File: src/rtl/bus_txn_pkg.sv
package bus_txn_pkg;

  typedef enum logic [2:0] {
    OP_RD  = 3'd0,
    OP_WR  = 3'd1,
    OP_BRD = 3'd2,
    OP_CPB = 3'd3,
    OP_INV = 3'd4
  } op_e;

  typedef enum logic [2:0] {
    S_IDLE,
    S_ARB,
    S_ADDR,
    S_DATA,
    S_DONE
  } st_e;

  localparam logic [1:0] PH_IDLE = 2'd0;
  localparam logic [1:0] PH_ARB  = 2'd1;
  localparam logic [1:0] PH_ADDR = 2'd2;
  localparam logic [1:0] PH_DATA = 2'd3;

  function automatic int max3(input int a, input int b, input int c);
    int m;
    m = a;
    if (b > m) m = b;
    if (c > m) m = c;
    return m;
  endfunction

endpackage

File: src/rtl/txn_plan.sv
module txn_plan
  import bus_txn_pkg::*;
#(
  parameter int FIRST_CYC   = 2,
  parameter int BURST_CYC   = 2,
  parameter int BLOCK_BEATS = 4,
  parameter int CB_ACCESSES = 4,
  parameter int CW          = 3,
  parameter int BW          = 3
) (
  input  logic [2:0]    op_i,
  output logic [BW-1:0] beats_o,
  output logic [CW-1:0] first_len_o,
  output logic [CW-1:0] next_len_o,
  output logic          has_data_o
);

  always_comb begin
    beats_o     = BW'(1);
    first_len_o = CW'(FIRST_CYC);
    next_len_o  = CW'(FIRST_CYC);
    has_data_o  = 1'b1;
    case (op_i)
      OP_RD, OP_WR: begin
        beats_o = BW'(1);
      end
      OP_BRD: begin
        beats_o    = BW'(BLOCK_BEATS);
        next_len_o = CW'(BURST_CYC);
      end
      OP_CPB: begin
        beats_o = BW'(CB_ACCESSES);
      end
      default: begin
        beats_o    = '0;
        has_data_o = 1'b0;
      end
    endcase
  end

endmodule

File: src/rtl/phase_cnt.sv
module phase_cnt #(
  parameter int W = 3
) (
  input  logic         clk,
  input  logic         rst_n,
  input  logic         load,
  input  logic [W-1:0] load_val,
  input  logic         dec,
  output logic [W-1:0] cnt,
  output logic         zero
);

  always_ff @(posedge clk) begin
    if (!rst_n)                 cnt <= '0;
    else if (load)              cnt <= load_val;
    else if (dec && cnt != '0)  cnt <= cnt - W'(1);
  end

  assign zero = (cnt == '0);

endmodule

File: src/rtl/bus_txn_seq.sv
module bus_txn_seq
  import bus_txn_pkg::*;
#(
  parameter int ADDR_SLOT_CYC = 1,
  parameter int DECODE_CYC    = 3,
  parameter int FIRST_CYC     = 2,
  parameter int BURST_CYC     = 2,
  parameter int BLOCK_BEATS   = 4,
  parameter int CB_ACCESSES   = 4
) (
  input  logic       clk,
  input  logic       rst_n,
  input  logic       req_valid,
  output logic       req_ready,
  input  logic [2:0] req_op,
  output logic       bus_req,
  input  logic       bus_gnt,
  output logic       bus_busy,
  output logic       addr_slot,
  input  logic       slv_ready,
  output logic       data_beat,
  output logic       done,
  output logic [2:0] done_op,
  output logic [1:0] phase
);

  localparam int ADDR_CYC = ADDR_SLOT_CYC + DECODE_CYC;
  localparam int MAXC     = max3(ADDR_CYC, FIRST_CYC, BURST_CYC);
  localparam int CW       = $clog2(MAXC + 1);
  localparam int MAXB     = (BLOCK_BEATS > CB_ACCESSES) ? BLOCK_BEATS : CB_ACCESSES;
  localparam int BW       = (MAXB < 2) ? 1 : $clog2(MAXB + 1);

  st_e        st_q, st_d;
  logic [2:0] op_q;

  logic [BW-1:0] beats;
  logic [CW-1:0] first_len, next_len;
  logic          has_data;

  logic          cyc_load, cyc_dec, cyc_zero;
  logic [CW-1:0] cyc_val, cyc_cnt;
  logic          beat_load, beat_dec, beat_zero;
  logic [BW-1:0] beat_val, beat_cnt;

  txn_plan #(
    .FIRST_CYC  (FIRST_CYC),
    .BURST_CYC  (BURST_CYC),
    .BLOCK_BEATS(BLOCK_BEATS),
    .CB_ACCESSES(CB_ACCESSES),
    .CW         (CW),
    .BW         (BW)
  ) u_plan (
    .op_i       (op_q),
    .beats_o    (beats),
    .first_len_o(first_len),
    .next_len_o (next_len),
    .has_data_o (has_data)
  );

  phase_cnt #(.W(CW)) u_cyc (
    .clk     (clk),
    .rst_n   (rst_n),
    .load    (cyc_load),
    .load_val(cyc_val),
    .dec     (cyc_dec),
    .cnt     (cyc_cnt),
    .zero    (cyc_zero)
  );

  phase_cnt #(.W(BW)) u_beat (
    .clk     (clk),
    .rst_n   (rst_n),
    .load    (beat_load),
    .load_val(beat_val),
    .dec     (beat_dec),
    .cnt     (beat_cnt),
    .zero    (beat_zero)
  );

  // Sequencing of phases and the two down counters.
  always_comb begin
    st_d      = st_q;
    cyc_load  = 1'b0;
    cyc_val   = '0;
    cyc_dec   = 1'b0;
    beat_load = 1'b0;
    beat_val  = '0;
    beat_dec  = 1'b0;
    data_beat = 1'b0;
    case (st_q)
      S_IDLE: begin
        if (req_valid) st_d = S_ARB;
      end
      S_ARB: begin
        if (bus_gnt) begin
          st_d     = S_ADDR;
          cyc_load = 1'b1;
          cyc_val  = CW'(ADDR_CYC - 1);
        end
      end
      S_ADDR: begin
        if (cyc_zero) begin
          if (has_data) begin
            st_d      = S_DATA;
            cyc_load  = 1'b1;
            cyc_val   = first_len - CW'(1);
            beat_load = 1'b1;
            beat_val  = beats - BW'(1);
          end else begin
            st_d = S_DONE;
          end
        end else begin
          cyc_dec = 1'b1;
        end
      end
      S_DATA: begin
        if (slv_ready) begin
          if (cyc_zero) begin
            data_beat = 1'b1;
            if (beat_zero) begin
              st_d = S_DONE;
            end else begin
              beat_dec = 1'b1;
              cyc_load = 1'b1;
              cyc_val  = next_len - CW'(1);
            end
          end else begin
            cyc_dec = 1'b1;
          end
        end
      end
      default: st_d = S_IDLE;
    endcase
  end

  always_ff @(posedge clk) begin
    if (!rst_n) begin
      st_q <= S_IDLE;
      op_q <= '0;
    end else begin
      st_q <= st_d;
      if (st_q == S_IDLE && req_valid) op_q <= req_op;
    end
  end

  assign req_ready = (st_q == S_IDLE);
  assign bus_req   = (st_q == S_ARB) || (st_q == S_ADDR) || (st_q == S_DATA);
  assign bus_busy  = (st_q == S_ADDR) || (st_q == S_DATA);
  assign addr_slot = (st_q == S_ADDR) && (cyc_cnt >= CW'(DECODE_CYC));
  assign done      = (st_q == S_DONE);
  assign done_op   = op_q;

  always_comb begin
    case (st_q)
      S_ARB:   phase = PH_ARB;
      S_ADDR:  phase = PH_ADDR;
      S_DATA:  phase = PH_DATA;
      default: phase = PH_IDLE;
    endcase
  end

endmodule

File: config.mk
export PLATFORM = sky130hd
export DESIGN_NAME = bus_txn_seq
export DESIGN_NICKNAME = d
export VERILOG_FILES = /design/src/rtl/bus_txn_pkg.sv /design/src/rtl/txn_plan.sv /design/src/rtl/phase_cnt.sv /design/src/rtl/bus_txn_seq.sv
export SDC_FILE = /design/constraint.sdc
export NUM_CORES = 1
export LEC_CHECK = 0
export ABC_AREA = 1
export CORE_ASPECT_RATIO = 1.5
export CORE_MARGIN = 2
export CORE_UTILIZATION = 40
export CTS_BUF_LIST = sky130_fd_sc_hd__clkbuf_16
export DETAILED_ROUTE_END_ITERATION = 12
export GPL_TIMING_DRIVEN = 1
export MAX_ROUTING_LAYER = met4
export PLACE_DENSITY_LB_ADDON = 0.2
export SETUP_SLACK_MARGIN = 0.3
export SLEW_MARGIN = 15
export SYNTH_ARGS = -nofsm -noshare
export SYNTH_HDL_FRONTEND = slang
export SYNTH_HIERARCHICAL = 1
export SYNTH_SLANG_ARGS = --single-unit
File: constraint.sdc
create_clock -name clk -period 1.75 [get_ports clk]
set_clock_uncertainty 0.1 [all_clocks]
set_input_delay 0.35 -clock clk [delete_from_list [all_inputs] [get_ports clk]]
set_output_delay 0.35 -clock clk [all_outputs]
set_load 0.05 [all_outputs]
After elaboration in Yosys (flattened, before gate mapping)

Cells that the tools add are included.
W data, S select, Z words.

$add $sub $neg: 3
Multipliers: 0
Div/mod/pow operators: 0
Order comparisons: 1
Equal/unequal tests: 13
Shift-type cells: 0
Mux-type cells: 40
Bitwise logic cells: 0
Reductions and logical operators: 19

Operator list:

| cell                  | count |
|---|---|
| $mux W3               | 14 |
| $mux W1               | 19 |
| $eq A3 B2 Y1 const B  | 4 |
| $logic_not A3 Y1      | 4 |
| $ne A2 B2 Y1 const B  | 6 |
| $pmux W2 S3           | 2 |
| $pmux W3 S4           | 1 |
| $sub A3 B1 Y3 const B | 3 |
| $eq A3 B1 Y1 const B  | 2 |
| $pmux W3 S2           | 1 |
| $reduce_and A6 Y1     | 1 |
| $reduce_bool A3 Y1    | 2 |
| $logic_and A1 B1 Y1   | 4 |
| $reduce_bool A2 Y1    | 2 |
| $reduce_or A2 Y1      | 2 |
| $reduce_or A4 Y1      | 1 |
| $eq A3 B3 Y1 const B  | 1 |
| $ge A3 B2 Y1 const B  | 1 |
| $logic_or A1 B1 Y1    | 3 |
| $pmux W1 S3           | 1 |
| $mux W2               | 1 |
| $pmux W1 S2           | 1 |

Flip-flop bits (word level): 12
Bits in latches: 0
Memory bits (writable): 0
Bits in read-only memories: 0
Input bits: 8
Logic and storage cells: 80
Memories kept: 0

Depth between registers and ports, before layout

Gate-level depths: netlist of run 1.

Depth after elaboration: 8
Gate-level depth with buffers: 13
Mapped depth without buffers: 13

Cells and area by module

Netlist of run 1, hierarchy kept.

Modules (own cells, without submodules):

| module      | times used | cells each | area each (um2) |
|---|---|---|---|
| bus_txn_seq | 1          | 89         | 568.0 |
| phase_cnt   | 2          | 33         | 197.7 |
| txn_plan    | 1          | 13         | 77.6 |

Worst setup path before layout of run 1

No wires, ideal clock.

Kind: register -> register
From: register u_cyc.cnt[0]
To: register u_cyc.cnt[1]
Setup time: 112 ps
Arrival time: 1918 ps
Setup slack: -379 ps
Cell stages (with the launch flop): 13
Buffers on the path: 0
Cells stage by stage: dfxtp_1 inv_1 ha_1 ha_1 inv_1 nor2_2 nand2_1 nand3_1 inv_2 nand2_1 inv_1 nor2_1 nor2_1

Elaborated cells between the ends (all ways): 14

RTL lines:

| item                                                 | line               | RTL |
|---|---|---|
| start, declared                                      | phase_cnt.sv:9     | `output logic [W-1:0] cnt,` |
| start signal, assigned                               | phase_cnt.sv:15    | `else if (load) cnt <= load_val;` |
| start signal, assigned                               | phase_cnt.sv:16    | `else if (dec && cnt != '0) cnt <= cnt - W'(1);` |
| $logic_not A3 Y1 *                                   | phase_cnt.sv:19    | `assign zero = (cnt == '0);` |
| net cyc_zero                                         | bus_txn_seq.sv:40  | `logic cyc_load, cyc_dec, cyc_zero;` |
| $mux W1                                              | bus_txn_seq.sv:118 | `if (cyc_zero) begin` |
| $mux W1                                              | bus_txn_seq.sv:117 | `if (slv_ready) begin` |
| $pmux W1 S3 *                                        | bus_txn_seq.sv:90  | `case (st_q)` |
| net cyc_load                                         | bus_txn_seq.sv:40  |  |
| $mux W3 / $reduce_bool A2 Y1 (equally long branches) | --                 |  |

Mark *: on every way through the listed nets, which the timed path passes. The rest lies on a longest branch. The select of a mux whose other input is x is not followed.
A chain may end at the register's enable or synchronous reset.

Worst setup path in the final report of run 1

From: register st_q[2]
To: output port addr_slot

Word-level cells in the longest chain between the ends: 2

Ends and longest elaborated chain:

| item                   | line               | RTL |
|---|---|---|
| start, declared        | bus_txn_seq.sv:33  | `st_e st_q, st_d;` |
| start signal, assigned | bus_txn_seq.sv:141 | `st_q <= st_d;` |
| $eq A3 B2 Y1           | bus_txn_seq.sv:149 | `assign addr_slot = (st_q == S_ADDR) && (cyc_cnt >= CW'(DECODE_CYC));` |
| $logic_and A1 B1 Y1    | bus_txn_seq.sv:149 |  |
| end, declared          | bus_txn_seq.sv:19  | `output logic addr_slot,` |

Every way passes these cells.

==> results of run 1 <==
state kept, by name (all words and copies together), names as in the netlist:
register	cells
done_op	3
st_q	3
u_beat/cnt	3
u_cyc/cnt	3
power by group through the flow:
stage	Clock (mW)	Combinational [mW]	Sequential (mW)
final	0.436	2.79	0.491
after global placement	0	1.94	0.461
after floorplan	0	1.39	0.496
after CTS	0.439	2.34	0.479
after global routing	0.452	3.00	0.502
after detailed placement	0	1.98	0.470
metal layers:
layer  up-vias  GRT usage
li1        588          -
met1       539     0.1941
met2        36     0.4032
met3        19    0.02981
met4         0     0.1250
met5         -          -
final timing paths:
path / slack, ns / end / cells past startpoint
worst max-delay path: 0.008 / addr_slot / 4
worst min-delay path: 0.38 / done_op[1]$_SDFFE_PN0P_ / 2
worst max register to register: 0.06 / u_cyc/cnt[0]$_SDFFE_PN0P_ / 14
worst min register to register: 0.38 / done_op[1]$_SDFFE_PN0P_ / 2
tightest hold or removal path, delay by kind of cell, from the launching register on:
kind            cells  cell delay [ns]
flops               1             0.33
compound gates      1             0.05
simple gates        1             0.06
kinds of logic after synthesis:
family	after synthesis	share of synthesized area
compound gates	14	0.07091
xor+xnor	3	0.02524
fa+ha+maj	7	0.08413
buf+inv	42	0.1803
flops	12	0.2308
other cells	2	0.007214
simple gates	88	0.4014
metrics by stage:
step | std cells | area, um^2 | worst slack (ns) | utilization | power (mW)
2_1_floorplan | 173 | 1166 | 0.04085 | - | 1.883
3_3_place_gp | 209 | 1404 | -0.04960 | 0.5730 | 2.403
3_5_place_dp | 209 | 1404 | -0.1065 | 0.5730 | 2.445
4_1_cts | 229 | 1638 | 0.05780 | 0.6685 | 3.259
5_1_grt | 237 | 1800 | -0.06358 | 0.7349 | 3.949
6_report | 237 | 1800 | 0.007527 | 0.7349 | 3.718
layout by cell type, fill, tap and decap left out, types with 2 or more instances in the layout:
cell              n
a21oi_1           4
a21oi_2           3
buf_12            8
buf_4            20
buf_6             9
clkbuf_16         3
clkdlybuf4s50_1   6
conb_1            7
dfxtp_1           4
dfxtp_2           5
dfxtp_4           3
ha_1              3
ha_4              3
inv_1            20
inv_2             9
inv_4             4
nand2_1          25
nand2_2          12
nand2_4           2
nand3_1          12
nand3_4           2
nor2_1           18
nor2_2            3
nor2_4           10
nor3_4            2
o21ai_1           3
o21ai_2           2
xnor2_1           3
layout make-up:
cell class	instances	area, um^2	share of cell area
multi-input cells	119	807.0	0.4482
repair buffers	44	484.2	0.2689
flip-flops and latches	12	257.7	0.1432
inverters	34	142.6	0.07922
clock buffers	3	75.07	0.04170
well taps	24	30.03	0.01668
clock inverters	1	3.754	0.002085
repair_timing:
action / 4_1_cts / 5_1_grt
endpoints found under the setup margin: 14 / 17
hold buffers: 0 / 0
pin swaps: 16 / 21
resized for setup: 14 / 35
setup buffers: 16 / 8
==> flow_summary.yaml, run 1 <==
layout:
  drive_gt1_frac: 0.4836
  n_fill_cell: 156
  area_growth_pct: 72.96
  antennaDiodeCount: 0
  final_net_count: 229
synth:
  synth-seq-cells: 12
  async_flop_share: 0
  synth_area_leaders: "dfxtp_1, nand2_1, inv_1"
  syn_area_per_cell_um2: 6.196
  synth-edff-count: 0
  synth_cell_types: 23
  yosys_warnings: 6
  synth_ff_type: "dfxtp_1"
  yosysTopAreaCell: "dfxtp_1"
  synth_common_cells: "nand2_1, inv_1, nor2_1"
  synth_area_um2: 1041
  synth_top_area_share: 0.2308
  ys_seq_area_frac: 0.2308
  syn_inst: 168
  synth_most_common_cell: "nand2_1"
detailed_routing:
  ant_nets: 0
  wl_per_cell_um: 13.68
  wl_um: 3241
  dr.pass1.iters: 4
  met3_length_um: 152
  wl_met2_um: 1814
  drt_iter0_markers: 11
  vias: 1182
  drcViolationCount: 0
  met1_length_um: 1078
  dr.max_layer_used: "met4"
  vias_per_cell: 4.987
clock_tree:
  cts_inserted_buffers: 3
  clock_latency_ns: 0.25
  htree_levels: 1
  root_buffer: "clkbuf_16"
  cts_buffer_depth: 2
  clk_pin_slew_ns: 0.05
  cts_tree: "built"
  cts.sink_count: 12
setup_path:
  crit_arrival_ns: 1.29
  critPathMaxStageDelay_ns: 0.40
  path_cells: "nor3_4 -> inv_2 -> nor2_4 -> buf_12"
  timing.critical_path.from: "st_q[2]$_SDFFE_PN0P_"
  end_kind: "output pin"
  crit_buf_inv: 2
  reg2reg_from: "u_cyc/cnt[0]$_SDFFE_PN0P_"
  crit_slowest_cell: "dfxtp_4"
  cp_max_fo: 7
  path_delay_family: "flip-flops"
  worst_setup_path_start_kind: "flop"
  critPathRequiredTime_ns: 1.30
  timing_worst_setup_path_type: "flop to output pin"
timing:
  hold_slack_ns: 0.3830
  layout_worst_path_cycle_share: 0.9957
  period_needed_ns: 1.742
  drv_slew: 0
  final.setup.tns_ns: 0
  setup_viol: 0
  hold_viol_final: 0
  fmax_ghz: 0.5739
  rsz0062_at_grt: "yes"
power_and_ir_drop:
  pwr-share-clk: 0.117
  power_frac_seq: 0.132
  peakVddDrop_v: 0.001066
  swShare: 0.4691
  power_density_nw_per_um2: 2065
  internal_power_mw: 1.974
  power.share.combinational: 0.751
  p_leak_nw: 0.8512
  switchingPower_mw: 1.744
floorplanning:
  top_level_ports: 19
  dieArea_um2: 3035
  die_h_um: 66.48
  start_util: 0.4249
  rows: 22
  coreArea_um2: 2450
  die_x_um: 45.66
grt:
  track_usage: 0.2157
  grt_overflow: 0
  grt_pass1_vias: 1073
  grt_pass1_wl_um: 4588
  antenna_found_initial: 0
  grt_max_degree: 8
place:
  io_buffers: 18
  place.gp.congestion: 0.8880
  dp_hpwl_um: 1893
job:
  cap_violations: 0
min_path:
  hold_path_class: "flop to flop"
  min_from: "done_op[1]$_SDFFE_PN0P_"
status:
  status: "complete, no violations"
No activity file was read; power rests on OpenSTA's default activity.
==> run 2: changes to the inputs <==
SKIP_CTS_REPAIR_TIMING = 1   (was default)
==> run 2 against run 1 <==
The run now ends with setup timing left. Critical endpoint unchanged. Clock-buffer cell count is the same. Worst hold slack worse by 0.011 ns. Critical path type unchanged. Critical path depth up 1. Largest cell class unchanged.
==> flow_summary.yaml, run 2 (synthesis gave the netlist of run 1 again) <==
setup_path:
  reg2reg_from: "u_cyc/cnt[1]$_SDFFE_PN0P_"
  reg2reg_depth: 13
  r2r_slack_ns: 0.13
  crit_arrival_ns: 1.30
  critPathRequiredTime_ns: 1.30
  path_delay_family: "simple AND/OR/NAND/NOR gates"
  cp_max_fo: 4
  r2r-end: "u_cyc/cnt[0]$_SDFFE_PN0P_"
  crit_slowest_cell: "dfxtp_4"
  crit_buf_inv: 3
  timing_worst_setup_path_type: "flop to output pin"
  critPathMaxStageDelay_ns: 0.37
  path_cells: "inv_6 -> nor3_4 -> inv_2 -> nor2_4 -> buf_12"
  worst_setup_path_start_kind: "flop"
  end_kind: "output pin"
place:
  io_buffers: 18
  dp_hpwl_um: 1893
  place.gp.congestion: 0.8880
power_and_ir_drop:
  power.share.combinational: 0.707
  swShare: 0.4807
  pwr-share-clk: 0.139
  power_frac_seq: 0.154
  switchingPower_mw: 1.513
  power_density_nw_per_um2: 1968
  internal_power_mw: 1.634
  peakVddDrop_v: 0.001063
  p_leak_nw: 0.7339
layout:
  final_net_count: 211
  area_growth_pct: 53.61
  n_fill_cell: 200
  final_util: 0.6527
  layout_commonest_cell: "nand2_1"
  final_cell_mix: "nand2_1, inv_1, nor2_1, nand3_1"
  drive_gt1_frac: 0.3846
  antennaDiodeCount: 0
timing:
  setup_viol: 1
  layout_worst_path_cycle_share: 1.003
  rsz0062_at_grt: "yes"
  hold_viol_final: 0
  drv_slew: 0
  hold_slack_ns: 0.3716
  worst_slack_ns: -0.004759
  period_needed_ns: 1.755
  fmax_ghz: 0.5699
min_path:
  min_from: "done_op[0]$_SDFFE_PN0P_"
  hold_path_end: "done_op[0]$_SDFFE_PN0P_"
  hold_path_class: "flop to flop"
  holdPathStages: 2
clock_tree:
  htree_levels: 1
  clock_latency_ns: 0.25
  cts.sink_count: 12
  cts_tree: "built"
  root_buffer: "clkbuf_16"
  clk_pin_slew_ns: 0.04
  cts_buffer_depth: 2
  cts_inserted_buffers: 3
floorplanning:
  die_x_um: 45.66
  coreArea_um2: 2450
  rows: 22
  die_h_um: 66.48
  dieArea_um2: 3035
  start_util: 0.4249
  top_level_ports: 19
status:
  status: "finished with violations"
  violations: "setup timing"
detailed_routing:
  drt_iter0_markers: 27
  drcViolationCount: 0
  ant_nets: 0
  wl_per_cell_um: 11.14
  vias_per_cell: 4.781
  vias: 1047
  dr.pass1.iters: 4
  wl_um: 2440
grt:
  antenna_found_initial: 0
  grt_max_degree: 8
  grt_overflow: 0
  grt_pass1_vias: 946
  grt_pass1_wl_um: 3877
  track_usage: 0.1801
job:
  cap_violations: 0
-- run 2: cell types whose count changed in the layout (fill, tap and decap cells not counted), sizes merged --
cell | previous run | this run
buf | 37 | 19
clkdlybuf4s50 | 6 | 7
clkinv | 2 | 1
dlymetal6s2s | 1 | 0
inv | 33 | 34
-- run 2: power by group through the flow --
stage               Clock [mW]  Sequential (mW)  Combinational [mW]
finish                   0.437            0.486                2.22
global route             0.451            0.498                2.42
floorplan                    0            0.496                1.39
CTS                      0.439            0.465                1.98
detailed placement           0            0.470                1.98
global placement             0            0.461                1.94
-- run 2: how the worst max path moves through the flow --
stage	startpoint	to	slack (ns)	cells after the start
after detailed placement	slv_ready	u_cyc/cnt[1]$_SDFFE_PN0P_	-0.11	10
after global placement	slv_ready	u_cyc/cnt[1]$_SDFFE_PN0P_	-0.05	10
after CTS	st_q[1]$_SDFFE_PN0P_	addr_slot	-0.04	5
after global routing	st_q[1]$_SDFFE_PN0P_	addr_slot	-0.05	5
final	st_q[1]$_SDFFE_PN0P_	addr_slot	-0.005	5
after floorplan	u_cyc/cnt[1]$_SDFFE_PN0P_	u_cyc/cnt[1]$_SDFFE_PN0P_	0.04	12
-- run 2: metrics by stage --
step                      setup TNS, ns  power (mW)  worst slack (ns)  cells  instance area (um^2)
final                         -0.004759       3.147         -0.004759    219                  1599
after floorplan                       0       1.883           0.04085    173                  1166
after global routing            -0.1084       3.369          -0.04610    219                  1599
after detailed placement        -0.3310       2.445           -0.1065    209                  1404
after CTS                      -0.05553       2.885          -0.03707    213                  1483
after global placement          -0.1191       2.403          -0.04960    209                  1404
-- run 2: tightest hold or removal path: cells and delay by family (launching register included) --
kind             cells  cell delay, ns
flip-flops           1            0.31
AND/OR/NAND/NOR      1            0.06
AO/OA/AOI/OAI        1            0.05
-- run 2: final cells by class --
class                      instances  area, um^2  area share
inverter                          34       142.6     0.08920
multi-input combinational        119       770.7      0.4820
tap                               24       30.03     0.01878
clock inverter                     1       3.754    0.002347
clock buffer                       3       75.07     0.04695
sequential                        12       260.3      0.1628
timing repair buffer              26       316.6      0.1980
-- run 2: routing by layer --
layer | wire (um) | track usage | part of all wire | vias up
met5 | 0 | - | 0 | -
met4 | 59 | 0.09926 | 0.024 | 0
met3 | 55 | 0.02439 | 0.023 | 5
met2 | 1369 | 0.3239 | 0.56 | 18
met1 | 955 | 0.1763 | 0.39 | 472
li1 | - | - | - | 552
==> run 3: changes to the inputs <==
CORE_UTILIZATION = 30   (was 40)
==> run 3 against run 2 <==
The run now ends clean. Die area up 31%. Cell area up 5.5%. Clock-buffer cell count unchanged. Global-route usage down 3.7 points. Sequential cell count unchanged. Fmax up 2.5%. Register-to-register slack about the same.
==> flow_summary.yaml, run 3 (synthesis gave the netlist of run 1 again) <==
timing:
  layout_worst_path_cycle_share: 0.9782
  hold_viol_final: 0
  setup_viol: 0
  drv_slew: 0
  period_needed_ns: 1.712
  worst_slack_ns: 0.03823
  fmax_ghz: 0.5842
  rsz0062_at_grt: "yes"
grt:
  grt_busiest_layer: "met2"
  grt_pass1_vias: 1033
  met1_usage: 0.1326
  gr-usage-met2: 0.2734
  grt_max_degree: 10
  grt_overflow: 0
  track_usage: 0.1435
  grt_pass1_wl_um: 4264
  met3_usage: 0.02549
  antenna_found_initial: 0
layout:
  antennaDiodeCount: 0
  final_cell_mix: "nand2_1, inv_1, nor2_1, buf_4"
  postLayoutCellArea_um2: 1687
  drive_gt1_frac: 0.4400
  final_net_count: 216
  layout_commonest_cell: "nand2_1"
  area_growth_pct: 62.02
setup_path:
  timing_worst_setup_path_type: "flop to output pin"
  critPathRequiredTime_ns: 1.30
  path_delay_family: "flip-flops"
  path_cells: "inv_2 -> ha_4 -> ha_4 -> inv_4 -> nor2_4 -> buf_12"
  cpMostUsedCell: "ha_4"
  worst_setup_path_start_kind: "flop"
  crit_buf_inv: 3
  end_kind: "output pin"
  crit_arrival_ns: 1.26
  cp_max_fo: 4
  crit_slowest_cell: "dfxtp_2"
  critPathMaxStageDelay_ns: 0.32
detailed_routing:
  vias_per_cell: 4.401
  drt_iter0_markers: 8
  drcViolationCount: 0
  ant_nets: 0
  vias: 1065
  dr.pass1.iters: 4
  wl_um: 2525
  wl_per_cell_um: 10.43
place:
  pre_cts_slack_ns: -0.08954
  dp_hpwl_um: 2058
  place.gp.congestion: 0.7897
  io_buffers: 18
  dpl-instance-area_um2: 1434
floorplanning:
  die_x_um: 52.10
  rows: 26
  start_util: 0.3107
  dieArea_um2: 3967
  top_level_ports: 19
  die_h_um: 76.15
  coreArea_um2: 3351
power_and_ir_drop:
  peakVddDrop_v: 0.0008722
  p_leak_nw: 0.7810
  power_density_nw_per_um2: 1936
clock_tree:
  cts_buffer_depth: 2
  cts.sink_count: 12
  cts_tree: "built"
  root_buffer: "clkbuf_16"
  clock_latency_ns: 0.24
  clk_pin_slew_ns: 0.04
  htree_levels: 1
  cts_inserted_buffers: 3
job:
  cap_violations: 0
status:
  status: "complete, no violations"
min_path:
  hold_path_class: "flop to flop"
-- run 3: cell types whose count changed in the layout (fill, tap and decap cells not counted), moves of 2 or more --
cell,change
buf_4,+2
buf_6,+3
nor2_1,-6
nor2_2,+6
o21ai_1,-2
o21ai_2,+2
-- run 3: final timing paths --
check | endpoint | start | cells past startpoint | slack, ns
hold / removal | done_op[0]$_SDFFE_PN0P_ | done_op[0]$_SDFFE_PN0P_ | 2 | 0.36
setup / recovery | data_beat | u_cyc/cnt[1]$_SDFFE_PN0P_ | 6 | 0.04
setup reg to reg | u_cyc/cnt[0]$_SDFFE_PN0P_ | u_cyc/cnt[0]$_SDFFE_PN0P_ | 13 | 0.13
hold reg to reg | done_op[0]$_SDFFE_PN0P_ | done_op[0]$_SDFFE_PN0P_ | 2 | 0.36
-- run 3: where the power goes --
group	internal [mW]	switching, mW
combinational	1.03	1.34
sequential	0.390	0.0885
clock	0.301	0.122
-- run 3: per-stage QoR --
step                      hold slack [ns]  TNS (ns)  power [mW]  cells  utilization
after global placement             0.3501   -0.2793       2.421    228       0.4279
after detailed placement           0.3614   -0.3968       2.461    228       0.4279
after global routing               0.3948  -0.03969       3.532    242       0.5034
after floorplan                    0.3631         0       1.883    173            -
after CTS                          0.3679  -0.03214       2.889    232       0.4515
final                              0.3633         0       3.265    242       0.5034
-- run 3: area by class of cell --
type	count	area [um^2]
sequential	12	257.7
fill	325	1664
multi-input combinational	119	789.5
clock inverter	1	3.754
tap	42	52.55
timing repair buffer	31	367.9
clock buffer	3	75.07
inverter	34	140.1
-- run 3: worst register-to-register path: stages, from the launching register on --
cell     delay, ns
dfxtp_2       0.34
inv_2         0.05
ha_4          0.15
ha_4          0.18
inv_4         0.09
nor2_4        0.05
nand2_2       0.08
nand3_4       0.12
inv_4         0.11
nand2_1       0.05
nand2_1       0.05
nand2_1       0.05
nand2_1       0.07
nor2_2        0.04
-- run 3: metal layers --
metal,part of all wire,vias up
li1,-,563
met1,0.37,477
met2,0.57,20
met3,0.040,5
met4,0.024,0
met5,0,-
